==> config.mk <==
export PLATFORM = sky130hd
export DESIGN_NAME = fprog_seq
export DESIGN_NICKNAME = d
export VERILOG_FILES = /design/src/rtl/fprog_pkg.sv /design/src/rtl/fprog_dp.sv /design/src/rtl/fprog_ctrl.sv /design/src/rtl/fprog_seq.sv
export SDC_FILE = /design/constraint.sdc
export NUM_CORES = 1
export LEC_CHECK = 0
export ABC_AREA = 1
export BUFFER_PORTS_ARGS = -buffer_cell sky130_fd_sc_hd__buf_2
export CAP_MARGIN = 10
export CORE_ASPECT_RATIO = 0.75
export CORE_MARGIN = 10
export CORE_UTILIZATION = 40
export DETAILED_ROUTE_END_ITERATION = 8
export PLACE_DENSITY = 0.74
export SLEW_MARGIN = 40
export SYNTH_ARGS = -nofsm -noshare
export SYNTH_HDL_FRONTEND = slang
export SYNTH_SLANG_ARGS = --single-unit
export TNS_END_PERCENT = 1
==> constraint.sdc <==
create_clock -name clk -period 1.8 [get_ports clk]
set_input_delay 0.09 -clock clk [delete_from_list [all_inputs] [get_ports clk]]
set_output_delay 0.09 -clock clk [all_outputs]
set_load 0.05 [all_outputs]
==> src/rtl/fprog_pkg.sv <==
package fprog_pkg;
  typedef enum logic [2:0] {
    MODE_OFF   = 3'd0,
    MODE_WORD  = 3'd1,
    MODE_BLOCK = 3'd2,
    MODE_SEG   = 3'd3,
    MODE_MASS  = 3'd4
  } mode_e;

  typedef enum logic [2:0] {
    PH_WORD, PH_BFIRST, PH_BNEXT, PH_BEND, PH_SEG, PH_MASS
  } phase_e;

  typedef struct packed {
    logic   load;
    phase_e phase;
    logic   incl;
  } dpCmd_t;
endpackage

==> src/rtl/fprog_dp.sv <==
module fprog_dp
  import fprog_pkg::*;
#(
  parameter int ADDR_W         = 16,
  parameter int DATA_W         = 16,
  parameter int T_WORD         = 30,
  parameter int T_BFIRST       = 25,
  parameter int T_BNEXT        = 18,
  parameter int T_BEND         = 6,
  parameter int T_SEG          = 4819,
  parameter int T_MASS         = 10593,
  parameter int INFO_BASE      = 'h1000,
  parameter int INFO_SEGS      = 4,
  parameter int INFO_SEG_BYTES = 64,
  parameter int MAIN_SEG_BYTES = 512
) (
  input  logic              clk,
  input  logic              rstN,
  input  dpCmd_t            cmd,
  input  logic [ADDR_W-1:0] memAddr,
  input  logic [DATA_W-1:0] memData,
  output logic              done,
  output logic              hitLocked,
  output logic              progStb,
  output logic              eraseStb,
  output logic              massStb,
  output logic              massInfo,
  output logic [ADDR_W-1:0] arrAddr,
  output logic [DATA_W-1:0] arrData
);
  localparam int CNT_W     = $clog2(T_MASS + 1);
  localparam int INFO_END  = INFO_BASE + INFO_SEGS * INFO_SEG_BYTES;
  localparam int LOCK_BASE = INFO_BASE + (INFO_SEGS - 1) * INFO_SEG_BYTES;
  localparam logic [ADDR_W-1:0] INFO_MASK = ~ADDR_W'(INFO_SEG_BYTES - 1);
  localparam logic [ADDR_W-1:0] MAIN_MASK = ~ADDR_W'(MAIN_SEG_BYTES - 1);

  logic [CNT_W-1:0]  cnt;
  phase_e            phaseQ;
  logic [ADDR_W-1:0] addrQ;
  logic [DATA_W-1:0] dataQ;
  logic              inclQ;
  logic              inInfo;
  logic [ADDR_W-1:0] segBase;

  function automatic logic [CNT_W-1:0] periodOf(phase_e p);
    case (p)
      PH_WORD:   return CNT_W'(T_WORD);
      PH_BFIRST: return CNT_W'(T_BFIRST);
      PH_BNEXT:  return CNT_W'(T_BNEXT);
      PH_BEND:   return CNT_W'(T_BEND);
      PH_SEG:    return CNT_W'(T_SEG);
      default:   return CNT_W'(T_MASS);
    endcase
  endfunction

  always_comb begin
    inInfo    = (int'(memAddr) >= INFO_BASE) && (int'(memAddr) < INFO_END);
    segBase   = inInfo ? (memAddr & INFO_MASK) : (memAddr & MAIN_MASK);
    hitLocked = (int'(memAddr) >= LOCK_BASE) && (int'(memAddr) < INFO_END);
  end

  always_ff @(posedge clk or negedge rstN) begin
    if (!rstN) begin
      cnt    <= '0;
      phaseQ <= PH_WORD;
      addrQ  <= '0;
      dataQ  <= '0;
      inclQ  <= 1'b0;
    end else if (cmd.load) begin
      cnt    <= periodOf(cmd.phase);
      phaseQ <= cmd.phase;
      inclQ  <= cmd.incl;
      if (cmd.phase == PH_SEG)       addrQ <= segBase;
      else if (cmd.phase == PH_MASS) addrQ <= '0;
      else if (cmd.phase != PH_BEND) addrQ <= memAddr;
      if (cmd.phase != PH_BEND)      dataQ <= memData;
    end else if (cnt != '0) begin
      cnt <= cnt - 1'b1;
    end
  end

  assign done     = (cnt == CNT_W'(1));
  assign progStb  = done && (phaseQ inside {PH_WORD, PH_BFIRST, PH_BNEXT});
  assign eraseStb = done && (phaseQ == PH_SEG);
  assign massStb  = done && (phaseQ == PH_MASS);
  assign massInfo = inclQ;
  assign arrAddr  = addrQ;
  assign arrData  = dataQ;


  cnt_range_chk: assert property (@(posedge clk) disable iff (!rstN)
    int'(cnt) <= T_MASS);

  one_strobe_chk: assert property (@(posedge clk) disable iff (!rstN)
    $onehot0({progStb, eraseStb, massStb}));
endmodule

==> src/rtl/fprog_ctrl.sv <==
module fprog_ctrl
  import fprog_pkg::*;
#(
  parameter logic [7:0] KEY = 8'hC3
) (
  input  logic        clk,
  input  logic        rstN,
  input  logic        regWr,
  input  logic        regSel,
  input  logic [15:0] regData,
  input  logic        memWr,
  input  logic        hitLocked,
  input  logic        done,
  output dpCmd_t      cmd,
  output logic        busy,
  output logic        needData,
  output logic        accViol,
  output logic        keyViol,
  output logic        lockA
);
  typedef enum logic [2:0] {S_IDLE, S_RUN, S_BPROG, S_BWAIT, S_BEND} state_e;

  state_e state, stateNxt;
  mode_e  modeQ;
  logic   inclQ;
  logic   violSet;
  logic   keyOk;

  assign keyOk = (regData[15:8] == KEY);

  always_comb begin
    stateNxt  = state;
    cmd.load  = 1'b0;
    cmd.phase = PH_WORD;
    cmd.incl  = inclQ;
    violSet   = 1'b0;
    case (state)
      S_IDLE: if (memWr) begin
        case (modeQ)
          MODE_WORD: if (hitLocked && lockA) violSet = 1'b1;
                     else begin cmd.load = 1'b1; cmd.phase = PH_WORD; stateNxt = S_RUN; end
          MODE_BLOCK: if (hitLocked && lockA) violSet = 1'b1;
                     else begin cmd.load = 1'b1; cmd.phase = PH_BFIRST; stateNxt = S_BPROG; end
          MODE_SEG:  if (hitLocked && lockA) violSet = 1'b1;
                     else begin cmd.load = 1'b1; cmd.phase = PH_SEG; stateNxt = S_RUN; end
          MODE_MASS: if (inclQ && lockA) violSet = 1'b1;
                     else begin cmd.load = 1'b1; cmd.phase = PH_MASS; stateNxt = S_RUN; end
          default:   violSet = 1'b1;
        endcase
      end
      S_RUN, S_BEND: begin
        violSet = memWr;
        if (done) stateNxt = S_IDLE;
      end
      S_BPROG: begin
        violSet = memWr;
        if (done) stateNxt = S_BWAIT;
      end
      S_BWAIT: begin
        if (modeQ != MODE_BLOCK) begin
          violSet   = memWr;
          cmd.load  = 1'b1;
          cmd.phase = PH_BEND;
          stateNxt  = S_BEND;
        end else if (memWr) begin
          if (hitLocked && lockA) violSet = 1'b1;
          else begin cmd.load = 1'b1; cmd.phase = PH_BNEXT; stateNxt = S_BPROG; end
        end
      end
      default: stateNxt = S_IDLE;
    endcase
  end

  always_ff @(posedge clk or negedge rstN) begin
    if (!rstN) begin
      state   <= S_IDLE;
      modeQ   <= MODE_OFF;
      inclQ   <= 1'b0;
      lockA   <= 1'b1;
      accViol <= 1'b0;
      keyViol <= 1'b0;
    end else begin
      state <= stateNxt;
      if (violSet) accViol <= 1'b1;
      else if (regWr && keyOk && !regSel && regData[7]) accViol <= 1'b0;
      if (regWr) begin
        if (!keyOk) keyViol <= 1'b1;
        else if (!regSel) begin
          modeQ <= mode_e'(regData[2:0]);
          inclQ <= regData[3];
        end else begin
          lockA <= regData[0];
        end
      end
    end
  end

  assign busy     = (state != S_IDLE);
  assign needData = (state == S_BWAIT);


  busy_start_chk: assert property (@(posedge clk) disable iff (!rstN)
    $rose(busy) |-> $past(memWr));

  need_in_busy_chk: assert property (@(posedge clk) disable iff (!rstN)
    needData |-> busy);

  key_sticky_chk: assert property (@(posedge clk) disable iff (!rstN)
    keyViol |=> keyViol);

  bad_key_lock_chk: assert property (@(posedge clk) disable iff (!rstN)
    (regWr && !keyOk) |=> $stable(lockA));

  locked_drop_chk: assert property (@(posedge clk) disable iff (!rstN)
    (!busy && memWr && hitLocked && lockA &&
     (modeQ inside {MODE_WORD, MODE_BLOCK, MODE_SEG})) |=> (!busy && accViol));
endmodule

==> src/rtl/fprog_seq.sv <==
module fprog_seq
  import fprog_pkg::*;
#(
  parameter logic [7:0] KEY = 8'hC3
) (
  input  logic        clk,
  input  logic        rstN,
  input  logic        regWr,
  input  logic        regSel,
  input  logic [15:0] regData,
  input  logic        memWr,
  input  logic [15:0] memAddr,
  input  logic [15:0] memData,
  output logic        busy,
  output logic        needData,
  output logic        progStb,
  output logic        eraseStb,
  output logic        massStb,
  output logic        massInfo,
  output logic [15:0] arrAddr,
  output logic [15:0] arrData,
  output logic        accViol,
  output logic        keyViol,
  output logic        lockA
);
  dpCmd_t cmd;
  logic   done;
  logic   hitLocked;

  fprog_ctrl #(.KEY(KEY)) uCtrl (
    .clk(clk), .rstN(rstN), .regWr(regWr), .regSel(regSel), .regData(regData),
    .memWr(memWr), .hitLocked(hitLocked), .done(done), .cmd(cmd),
    .busy(busy), .needData(needData), .accViol(accViol), .keyViol(keyViol),
    .lockA(lockA)
  );

  fprog_dp #(.ADDR_W(16), .DATA_W(16)) uDp (
    .clk(clk), .rstN(rstN), .cmd(cmd), .memAddr(memAddr), .memData(memData),
    .done(done), .hitLocked(hitLocked), .progStb(progStb), .eraseStb(eraseStb),
    .massStb(massStb), .massInfo(massInfo), .arrAddr(arrAddr), .arrData(arrData)
  );


  strobe_in_busy_chk: assert property (@(posedge clk) disable iff (!rstN)
    (progStb || eraseStb || massStb) |-> busy);
endmodule

; ---- Word level (Yosys, flattened, before mapping)
; Cells that the tools add are included.
[word_totals]
register_bits = 60
wordCells = 111
[op_classes]
n_reduce_logical = 30
n_lt_le_gt_ge = 3
mux = 36
bitwise = 2
n_eq_ne = 28
addsub = 1
[ops]
columns = cell, count
row1 = $pmux W14 S5, 1
row2 = $mux W16, 3
row3 = $ge A16 B13 Y1 const B, 2
row4 = $mux W4, 8
row5 = $mux W14, 2
row6 = $mux W3, 8
row7 = $eq A3 B2 Y1 const B, 7
row8 = $eq A3 B3 Y1 const B, 6
row9 = $lt A16 B13 Y1 const B, 1
row10 = $pmux W4 S4, 1
row11 = $eq A14 B1 Y1 const B, 1
row12 = $reduce_bool A14 Y1, 1
row13 = $sub A14 B1 Y14 const B, 1
row14 = $eq A3 B1 Y1 const B, 4
row15 = $pmux W3 S4, 1
row16 = $logic_and A1 B1 Y1, 10
row17 = $logic_not A3 Y1, 3
row18 = $mux W9, 1
row19 = $ne A3 B2 Y1 const B, 3
row20 = $pmux W3 S3, 1
row21 = $reduce_bool A3 Y1, 3
row22 = $eq A8 B8 Y1 const B, 1
row23 = $pmux W4 S2, 1
row24 = $mux W1, 7
row25 = 14 further kinds, 23

; ---- Depth between registers and ports, before layout
; Gate-level depths: netlist of the first run.
[depth]
word_depth = 11
mapped_depth = 12
mapped_depth_nobuf = 12

; ---- Cells and area by module
; From an unflattened synthesis of the first run, not the netlist that was laid out.
[hier_totals]
hier_cells = 423
area_unflattened_um2 = 3233.1
[by_module_without_submodules]
columns = mod, cells_each, n_inst, seq_area_each_um2, area_per_inst_um2
row1 = fprog_dp, 298, 1, 1251.2, 2452.4
row2 = fprog_ctrl, 125, 1, 251.5, 780.7

; ---- Worst setup path after synthesis of the first run
; OpenSTA, ideal clock, no wires.
[synth_path]
path_kind = flip-flop to output port
start = reg uDp.cnt[8]
end = out eraseStb
path_stages_with_launch = 6
slack_ns = -0.620
required_ns = 1.710
arrival_time_ns = 2.330
cell_sequence = dfrtp_1 nor2_1 nand2_1 nor2_1 nand4_1 nor4_1
[synth_between]
elab_chain_len = 2
[synth_lines]
columns = item, line
row1 = from (decl), fprog_dp.sv:37  ; logic [CNT_W-1:0] cnt;
row2 = from (signal assigned), fprog_dp.sv:70  ; cnt <= periodOf(cmd.phase);
row3 = from (signal assigned), fprog_dp.sv:78  ; cnt <= cnt - 1'b1;
row4 = $eq A14 B1 Y1, fprog_dp.sv:82  ; assign done = (cnt == CNT_W'(1));
row5 = $logic_and A1 B1 Y1, fprog_dp.sv:84  ; assign eraseStb = done && (phaseQ == PH_SEG);
row6 = to (decl), fprog_seq.sv:17  ; output logic eraseStb,
; Every way passes these cells.

; ---- Worst setup path after layout of the first run
[layout_path]
start = reg uDp.cnt[11]
end = out progStb
[layout_between]
elab_chain_len = 2
[layout_lines]
columns = item, line
row1 = $eq A14 B1 Y1, fprog_dp.sv:82
row2 = $logic_and A1 B1 Y1, fprog_dp.sv:83  ; assign progStb = done && (phaseQ inside {PH_WORD, PH_BFIRST, PH_BNEXT});
row3 = to (decl), fprog_seq.sv:16  ; output logic progStb,
; Every way passes these cells.

==> metrics.yaml, run 1 <==
run_status:
  status: "finished with violations"
  violations: "negative setup slack"
timing:
  finalClockSkew_ns: 0.00629
  rsz0062_at_grt: "true"
  setup_viol: 1
  max_freq_ghz: 0.550
  slew_viol_final: 0
  max_slew_margin_pct: 61.4
  hold_viol_final: 0
  setup_ws_ns: -0.0166
  post-route-min-period_ns: 1.82
  post-route-period-util_pct: 101
  setup_tns_ns: -0.0166
  tightest_slew_ns: 0.579
route:
  vias: 3151
  post_drt_wl_per_cell_um: 13.9
  first_iter_violations: 147
  drc: 0
  routed_via_density: 4.68
  drt-total-wl_mm: 9.38
  firstDrtPassIters: 4
  ant_nets: 0
synth:
  syn_area_um2: 3170
  yosysWarnings: 0
  syn-instance-count: 415
  avgSynthCellArea_um2: 7.64
  synth_flop_cell: "dfrtp_1"
  yosys_register_bits: 60
  ys_seq_area_share_pct: 47.4
  synth-edff-count: 0
  async_flop_share_pct: 100
  ys_types: 33
  syn-num-nets: 470
power:
  powerDensity_nw_per_um2: 1700
  power_leakage_uw: 0.00253
  vdd_drop_max_mv: 0.877
critical_path:
  start_kind: "flip-flop"
  setup.worst_path.end: "progStb"
  reg2reg_depth: 11
  worstPathArrival_ns: 1.73
  path_cells: "nor2_2, nand2_1, nor2_2, nand4_1, buf_6, a211oi_2, buf_6"
  slowest_delay_ns: 0.40
  r2r_slack_ns: 0.07
  crit_type: "flip-flop to output port"
  r2r-start: "uCtrl.modeQ[2]$_DFFE_PN0P_"
  cp_slowest_cell: "dfrtp_1"
  worstPathRequired_ns: 1.71
  worstSetupStartpoint: "uDp.cnt[11]$_DFFE_PN0P_"
  r2r_end: "uDp.arrAddr[7]$_DFFE_PN0P_"
  cp-end-kind: "output port"
  cp_max_fo: 4
run:
  cap_viol_max_count: 0
global_routing:
  antenna_found_initial: 0
  grt_max_degree: 49
  grt_pass1_vias: 3054
  grt-ovfl-total: 0
  grt_usage_pct: 15.4
  grt_pass1_wl_mm: 15.0
clock_network:
  clk_pin_slew_ns: 0.07
  cts-root-buf: "clkbuf_8"
  cts_tree: "yes"
  clock_latency_ns: 0.34
  cts_made_buffers: 9
  cts.sinks: 60
  htreeDepth: 3
  cts_buffer_depth: 2
placed_design:
  dp_hpwl_mm: 6.77
  placed_cells: 623
  placed_area_um2: 3900
  gp_congestion: 0.880
  port_buffers: 90
  place_worst_setup_slack_ns: -0.0478
floorplan:
  io_pins: 94
  initial_core_util_pct: 40.6
  dieArea_um2: 11900
  die_w_um: 123
  die_h_um: 97.1
  rows: 28
  coreArea_um2: 7810
min_path:
  min_path_cells: 3
  hold_path_class: "input port to flip-flop"
layout:
  syn_to_final_growth_pct: 43.1
  nets: 618
  postLayoutCellArea_um2: 4540
  drive_above_1_share_pct: 31.7
  n_antenna_cell: 0
  stdcell_count: 673
-- worst min-delay path by stage --
stage / startpoint / endpoint
after floorplan: rstN / uCtrl.accViol$_DFFE_PN0P_
after global placement: rstN / uCtrl.modeQ[0]$_DFFE_PN0P_
after detailed placement: rstN / uCtrl.inclQ$_DFFE_PN0P_
after CTS: memData[7] / uDp.arrData[7]$_DFFE_PN0P_
after global routing: memAddr[0] / uDp.arrAddr[0]$_DFFE_PN0P_
final: memAddr[0] / uDp.arrAddr[0]$_DFFE_PN0P_
-- metrics by stage --
step | utilization, % | hold slack (ns) | power, uW
finish | 58.1 | 0.00727 | 7700
global route | 58.1 | 0.00473 | 8280
CTS | 56.1 | 0.000979 | 7480
detailed placement | 50.0 | 0.130 | 6020
global placement | 50.0 | 0.113 | 5920
floorplan | - | -0.206 | 5040
-- routing by layer --
metal | routed length, um | vias to the layer above | GRT usage [%]
met1 | 4320 | 1449 | 20.1
met2 | 4350 | 89 | 24.3
met3 | 576 | 10 | 4.07
li1 | - | 1603 | -
met5 | 0 | - | 0
met4 | 134 | 0 | 4.61
-- logic make-up (layout without fill, tap and decap cells) --
group / after synthesis / count (layout) / synth area share, %
fa+ha+maj: 2 / 2 / 0.789
simple gates: 231 / 231 / 30.9
xor+xnor: 11 / 11 / 3.04
buf+inv: 61 / 214 / 8.09
flops: 60 / 60 / 47.4
compound gates: 50 / 50 / 9.82
-- flip-flops by register name, summed over array words and instances (netlist names) --
register	flops
uDp.massInfo	1
uDp.phaseQ	3
uCtrl.keyViol	1
uCtrl.state	3
uDp.arrData	16
uCtrl.lockA	1
uDp.cnt	14
uCtrl.accViol	1
uDp.arrAddr	16
uCtrl.inclQ	1
uCtrl.modeQ	3
-- cell usage after synthesis (2+ instances only) --
master    number  area [um2]
a21oi_1        4        20.0
a31oi_1        2        12.5
buf_2          3        15.0
buf_6          3        33.8
clkbuf_1       3        11.3
dfrtp_1       59        1480
ha_1           2        25.0
inv_1         48         180
inv_2          3        11.3
nand2_1      140         526
nand2_2        3        18.8
nand3_1       38         190
nand3_2        2        20.0
nor2_1        38         143
nor3_1         3        15.0
nor4_1         3        18.8
o21ai_0       28         140
o21ai_2        4        35.0
o21bai_1       6        45.0
xnor2_1        6        52.6
xor2_1         5        43.8
-- cell type report --
cell class	count	area [um2]
Sequential cell	60	1500
Tap cell	105	131
Inverter	51	191
Multi-Input combinational cell	294	1520
Fill cell	735	3270
Timing Repair Buffer	147	991
Clock buffer	12	155
Clock inverter	4	47.5
-- report_power, final --
| group | switching, uW | internal (uW) |
|---|---|---|
| Clock | 530 | 710 |
| Sequential | 399 | 1880 |
| Combinational | 2800 | 1390 |
| Total | 3730 | 3980 |
-- repair_timing --
item,4_1_cts,5_1_grt
endpoints found under the hold margin,40,0
hold buffers,19,0
setup buffers,6,8
cloned,0,1
resized for setup,12,21
pin swaps,2,10
setup endpoints to repair,40,51
-- cell usage in the layout, fill, tap and decap left out, drive strengths merged, types with 3 or more instances in the layout --
cell type / count
nand2: 144
buf: 127
dfrtp: 59
inv: 51
nand3: 40
nor2: 38
o21ai: 32
dlygate4sd3: 19
clkbuf: 13
o21bai: 6
xnor2: 6
xor2: 5
a21oi: 5
nor3: 4
nor4: 3
-- critical path, delay by kind of cell, from the launching register on --
kind | cells | cell delay [ns]
AO/OA/AOI/OAI | 1 | 0.17
buffers and inverters | 2 | 0.34
flip-flops | 1 | 0.40
AND/OR/NAND/NOR | 4 | 0.47
Note: power is estimated with default switching activity, not from simulation.
==> run 2, diff against run 1 <==
--- a/config.mk
+++ b/config.mk
@@ -8,13 +8,15 @@
 export ABC_AREA = 1
 export BUFFER_PORTS_ARGS = -buffer_cell sky130_fd_sc_hd__buf_2
 export CAP_MARGIN = 10
+export CELL_PAD_IN_SITES_DETAIL_PLACEMENT = 1
+export CELL_PAD_IN_SITES_GLOBAL_PLACEMENT = 1
 export CORE_ASPECT_RATIO = 0.75
 export CORE_MARGIN = 10
-export CORE_UTILIZATION = 40
+export CORE_UTILIZATION = 33
 export DETAILED_ROUTE_END_ITERATION = 8
-export PLACE_DENSITY = 0.74
+export PLACE_DENSITY = 0.83
 export SLEW_MARGIN = 40
 export SYNTH_ARGS = -nofsm -noshare
 export SYNTH_HDL_FRONTEND = slang
 export SYNTH_SLANG_ARGS = --single-unit
-export TNS_END_PERCENT = 1
+export TNS_END_PERCENT = 50
==> constraint.sdc (replaced) <==
create_clock -name clk -period 1.5 [get_ports clk]
set_input_delay 0.075 -clock clk [delete_from_list [all_inputs] [get_ports clk]]
set_output_delay 0.075 -clock clk [all_outputs]
set_load 0.05 [all_outputs]
==> run 2 against run 1 <==
- the run ends with design-rule violations, negative setup slack left
- sequential power rose by 32%
- setup slack lost 0.66 ns
- global-route usage is 11 points higher
- wire length rose to 2.7 times the previous value
- register-to-register slack got worse by 0.74 ns
- sequential share of layout area fell by 9.7 points
- utilization is 12 points higher
- combinational power is 110% higher
- largest power group unchanged
==> metrics.yaml, run 2 (synthesized netlist as in run 1, its figures left out) <==
power:
  vdd_drop_max_mv: 1.11
  powerDensity_nw_per_um2: 2200
  power_leakage_uw: 0.00325
critical_path:
  cp-end-kind: "flip-flop"
  start_kind: "flip-flop"
  critical_path.top_delay_family: "simple AND/OR/NAND/NOR gates"
  slowest_delay_ns: 0.40
  worstSetupStartpoint: "uDp.cnt[4]$_DFFE_PN0P_"
  worstPathRequired_ns: 1.75
  worstPathArrival_ns: 2.42
  crit_type: "flip-flop to flip-flop"
  path_cells: "buf_4, nor2_2, nand2_1, nor2_1, xor2_1, nand3_1, nand2_1, nand2_2, inv_1"
  crit_path_frequent_cell: "nand2_1"
  critPathBufInv: 2
  cp_max_fo: 2
  r2r-start: "uDp.cnt[4]$_DFFE_PN0P_"
  cp_slowest_cell: "dfrtp_1"
floorplan:
  coreArea_um2: 9200
  die_h_um: 105
  initial_core_util_pct: 34.5
  die_w_um: 133
  rows: 30
  io_pins: 94
  dieArea_um2: 14000
clock_network:
  cts_made_buffers: 9
  clock_latency_ns: 0.35
  clk_pin_slew_ns: 0.06
  cts_tree: "yes"
  cts_buffer_depth: 2
  cts-root-buf: "clkbuf_16"
  cts.sinks: 60
  htreeDepth: 3
run:
  cap_viol_max_count: 0
global_routing:
  antenna_found_initial: 2
  grt_usage_pct: 26.3
  grt_pass1_vias: 4803
  grt-ovfl-total: 0
  grt_max_degree: 31
  grt_pass1_wl_mm: 28.5
timing:
  post-route-min-period_ns: 2.17
  hold_slack_ns: 0.00564
  max_slew_margin_pct: 61.1
  rsz0062_at_grt: "true"
  hold_viol_final: 0
  post-route-period-util_pct: 145
  slew_viol_final: 0
  max_freq_ghz: 0.460
  finalClockSkew_ns: 0.00829
  setup_viol: 59
  setup_ws_ns: -0.675
  tightest_slew_ns: 0.579
layout:
  stdcell_count: 785
  syn_to_final_growth_pct: 103
  drive_above_1_share_pct: 60.6
  nets: 705
  final_common_cell: "buf_2"
  fillers: 984
  final_cell_mix: "85 x buf_2, 79 x nand2_1, 78 x buf_4"
min_path:
  worstHoldStart: "memAddr[3]"
  hold_path_class: "input port to flip-flop"
placed_design:
  dp_hpwl_mm: 9.23
  placed_cells: 699
  port_buffers: 90
  gp_congestion: 0.879
route:
  drc: 2
  first_iter_violations: 418
  vias: 4678
  drt-total-wl_mm: 25.5
  firstDrtPassIters: 7
  post_drt_wl_per_cell_um: 32.4
  routed_via_density: 5.96
  ant_nets: 0
run_status:
  violations: "design-rule violations, negative setup slack"
  status: "finished with violations"
-- run 2: changes by cell type in the layout (fill, tap and decap cells not counted), sizes merged --
cell         before  now
buf             127  209
bufinv            1    0
clkbuf           13   15
clkinvlp          1    0
diode             0    3
dlygate4sd3      19   24
inv              51   50
-- run 2: routing by layer --
metal / share of wire (%) / routed length, um / track usage (%) / up-vias
met5: 0 / 0 / 0 / -
met4: 10 / 2650 / 14.7 / 0
met3: 9.7 / 2460 / 8.04 / 194
met2: 47 / 12000 / 47.6 / 425
met1: 33 / 8350 / 26.4 / 2272
li1: - / - / - / 1787
-- run 2: final cells by class --
class / count / area (um2) / share of cell area (%)
clock inverters: 1 / 5.00 / 0.0779
clock buffers: 14 / 284 / 4.42
flip-flops and latches: 60 / 1510 / 23.5
well taps: 128 / 160 / 2.49
inverters: 51 / 219 / 3.41
multi-input cells: 294 / 2280 / 35.5
repair buffers: 234 / 1960 / 30.6
diodes: 3 / 7.51 / 0.117
-- run 2: worst paths after layout --
| check | depth (start not counted) | slack (ns) | end |
|---|---|---|---|
| setup / recovery | 9 | -0.67 | uDp.cnt[5]$_DFFE_PN0P_ |
| hold reg to reg | 2 | 0.51 | uDp.arrAddr[3]$_DFFE_PN0P_ |
| hold / removal | 3 | 0.006 | uDp.arrAddr[3]$_DFFE_PN0P_ |
| max in group asynchronous | 3 | 0.64 | uCtrl.state[0]$_DFFE_PN0P_ |
| setup reg to reg | 9 | -0.67 | uDp.cnt[5]$_DFFE_PN0P_ |
| min in group asynchronous | 2 | 0.21 | uCtrl.inclQ$_DFFE_PN0P_ |
-- run 2: per-stage QoR --
step	total power (uW)	utilization [%]	TNS, ns	area, um2	setup slack (ns)
after floorplan	6060	-	-19.15	3200	-0.419
after global placement	7750	47.2	-8.05	4340	-0.299
after detailed placement	8030	47.2	-12.30	4340	-0.395
after CTS	11700	63.8	-11.97	5870	-0.318
after global routing	14400	69.9	-28.25	6430	-0.633
final	14100	69.9	-27.64	6430	-0.675
-- run 2: what timing repair did --
action,CTS,global route
gates cloned,8,1
pin swaps,44,33
resized for setup,175,122
setup buffers,24,21
endpoints found under the hold margin,39,1
hold buffers,23,1
endpoints found under the setup margin,59,59
-- run 2: worst register-to-register path: stages (launching register included) --
cell,delay (ns)
dfrtp_1,0.40
buf_4,0.17
nor2_2,0.23
nand2_1,0.10
nor2_1,0.32
xor2_1,0.31
nand3_1,0.18
nand2_1,0.11
nand2_2,0.07
inv_1,0.18
-- run 2: where the power goes --
part	total, uW	internal [uW]	switching [uW]	leakage, uW
Sequential	3020	2270	758	0.000738
Combinational	8970	3200	5760	0.00237
Clock	2140	1290	845	0.000145
Total	14100	6760	7370	0.00325
==> run 3, diff against run 2 <==
--- a/config.mk
+++ b/config.mk
@@ -12,9 +12,9 @@
 export CELL_PAD_IN_SITES_GLOBAL_PLACEMENT = 1
 export CORE_ASPECT_RATIO = 0.75
 export CORE_MARGIN = 10
-export CORE_UTILIZATION = 33
+export CORE_UTILIZATION = 37
 export DETAILED_ROUTE_END_ITERATION = 8
-export PLACE_DENSITY = 0.83
+export PLACE_DENSITY = 0.87
 export SLEW_MARGIN = 40
 export SYNTH_ARGS = -nofsm -noshare
 export SYNTH_HDL_FRONTEND = slang
==> constraint.sdc (replaced) <==
create_clock -name clk -period 2.1 [get_ports clk]
set_input_delay 0.105 -clock clk [delete_from_list [all_inputs] [get_ports clk]]
set_output_delay 0.105 -clock clk [all_outputs]
set_load 0.05 [all_outputs]
==> run 3 against run 2 <==
- the run now ends clean
- via count shrank 33%
- cell area shrank 35%
- hold slack got worse by 0.0025 ns
- sequential share of layout area rose by 13 points
- wire length fell by 59%
- setup slack improved by 0.73 ns
- register-to-register slack gained 0.82 ns
==> metrics.yaml, run 3 (synthesized netlist as in run 1, its figures left out) <==
critical_path:
  start_kind: "flip-flop"
  worstPathRequired_ns: 2.00
  worstPathArrival_ns: 1.94
  slowest_delay_ns: 0.41
  cp_slowest_cell: "dfrtp_1"
  critPathBufInv: 1
  crit_path_frequent_cell: "nor2_1"
  cp-end-kind: "output port"
  path_cells: "nor2_1, nand2_1, nor2_1, nand4_1, a211oi_1, buf_4"
  crit_type: "flip-flop to output port"
  critical_path.top_delay_family: "simple AND/OR/NAND/NOR gates"
  cp_max_fo: 4
clock_network:
  cts_buffer_depth: 2
  htreeDepth: 3
  cts-root-buf: "clkbuf_16"
  cts_tree: "yes"
  cts.sinks: 60
  cts_made_buffers: 9
  clock_latency_ns: 0.33
  clk_pin_slew_ns: 0.06
power:
  powerDensity_nw_per_um2: 1600
  vdd_drop_max_mv: 0.898
  power_leakage_uw: 0.00233
timing:
  finalClockSkew_ns: 0.00502
  hold_viol_final: 0
  max_slew_margin_pct: 57.6
  max_freq_ghz: 0.488
  post-route-min-period_ns: 2.05
  hold_slack_ns: 0.00313
  setup_viol: 0
  tightest_slew_ns: 0.630
  post-route-period-util_pct: 97.5
  slew_viol_final: 0
  rsz0062_at_grt: "true"
route:
  first_iter_violations: 171
  firstDrtPassIters: 4
  drc: 0
  route.met3.wl_um: 422
  vias: 3111
  drt-total-wl_mm: 10.3
  wl_met1_mm: 4.50
  ant_nets: 0
  topRoutingLayerUsed: "met4"
  post_drt_wl_per_cell_um: 16.3
  wl_met2_mm: 5.22
  routed_via_density: 4.91
layout:
  syn_to_final_growth_pct: 31.7
  multiInputGateArea_um2: 1460
  final_cell_mix: "138 x nand2_1, 87 x buf_2, 59 x dfrtp_1"
  postLayoutCellArea_um2: 4180
  final_common_cell: "nand2_1"
  fillers: 1100
  n_antenna_cell: 0
  nets: 575
  drive_above_1_share_pct: 27.8
  regArea_um2: 1500
floorplan:
  initial_core_util_pct: 37.7
  coreArea_um2: 8420
  die_h_um: 100
  io_pins: 94
  rows: 29
  dieArea_um2: 12700
  die_w_um: 127
global_routing:
  grt_pass1_wl_mm: 16.7
  grt_max_degree: 49
  grt_usage_pct: 16.0
  antenna_found_initial: 0
  grt_pass1_vias: 3391
  grt-ovfl-total: 0
min_path:
  hold_path_class: "input port to flip-flop"
placed_design:
  gp_congestion: 0.872
  port_buffers: 90
  placed_area_um2: 3780
  dp_hpwl_mm: 7.67
run:
  cap_viol_max_count: 0
run_status:
  status: "complete, no violations"
==> run 3: cell count changes in the layout (fill, tap and decap cells not counted), moves of 15 or more <==
cell           before  now
buf_4              78   14
buf_6              30    0
dlygate4sd3_1      24    1
nand2_1            79  138
nand2_2            35    5
nand2_4            25    0
nand3_1            12   38
nand3_2            17    1
nor2_1             20   35
o21ai_0             7   28
==> run 3: routing by layer <==
metal	up-vias	track usage, %
met5	-	0
met4	0	6.38
met3	13	3.90
met2	66	27.3
met1	1508	18.9
li1	1524	-
==> run 3: per-stage QoR <==
| step | setup TNS [ns] | cells | setup WS [ns] | power, uW | util (%) |
|---|---|---|---|---|---|
| floorplan | -0.717 | 415 | -0.335 | 4310 | - |
| global placement | 0 | 612 | 0.180 | 5010 | 45.0 |
| detailed placement | 0 | 612 | 0.0814 | 5170 | 45.0 |
| CTS | -0.0394 | 629 | -0.0394 | 6680 | 48.6 |
| global route | -0.175 | 633 | -0.0669 | 7150 | 49.6 |
| finish | 0 | 633 | 0.0519 | 6700 | 49.6 |
==> run 3: final cells by class <==
class / instances / share of cell area, %
tap: 108 / 3.24
sequential: 60 / 36.0
timing repair buffer: 104 / 14.1
inverter: 51 / 4.58
multi-input combinational: 294 / 35.1
clock buffer: 9 / 5.39
clock inverter: 7 / 1.62
==> run 3: what timing repair did <==
| item | 4_1_cts | 5_1_grt |
|---|---|---|
| hold buffers | 1 | 0 |
| hold endpoints to repair | 23 | 0 |
| pin swaps | 0 | 4 |
| setup endpoints to repair | 3 | 48 |
| setup buffers | 0 | 4 |
| resized for setup | 3 | 12 |
==> run 3: final timing paths <==
kind / startpoint / endpoint / slack (ns) / cells after the start
worst min register to register: uDp.arrData[1]$_DFFE_PN0P_ / uDp.arrData[1]$_DFFE_PN0P_ / 0.47 / 2
min in group asynchronous: rstN / uCtrl.keyViol$_DFFE_PN0P_ / 0.32 / 2
max in group asynchronous: rstN / uDp.phaseQ[2]$_DFFE_PN0P_ / 1.18 / 3
worst min-delay path: memData[13] / uDp.arrData[13]$_DFFE_PN0P_ / 0.003 / 3
worst max-delay path: uDp.cnt[8]$_DFFE_PN0P_ / progStb / 0.05 / 6
worst max register to register: uCtrl.modeQ[1]$_DFFE_PN0P_ / uDp.arrAddr[8]$_DFFE_PN0P_ / 0.15 / 10
==> run 3: worst reg2reg max path, stage by stage, from the launching register on <==
cell     delay (ns)
dfrtp_1        0.40
inv_1          0.09
nand3_1        0.19
inv_1          0.13
nand2_1        0.11
nand2_2        0.12
nand4_4        0.15
nand2_8        0.15
nand2_2        0.07
buf_12         0.19
o21ai_0        0.25
==> run 3: power by group <==
part,switching [uW],internal [uW]
clock,550,911
combinational,2370,908
sequential,346,1620
total,3260,3430
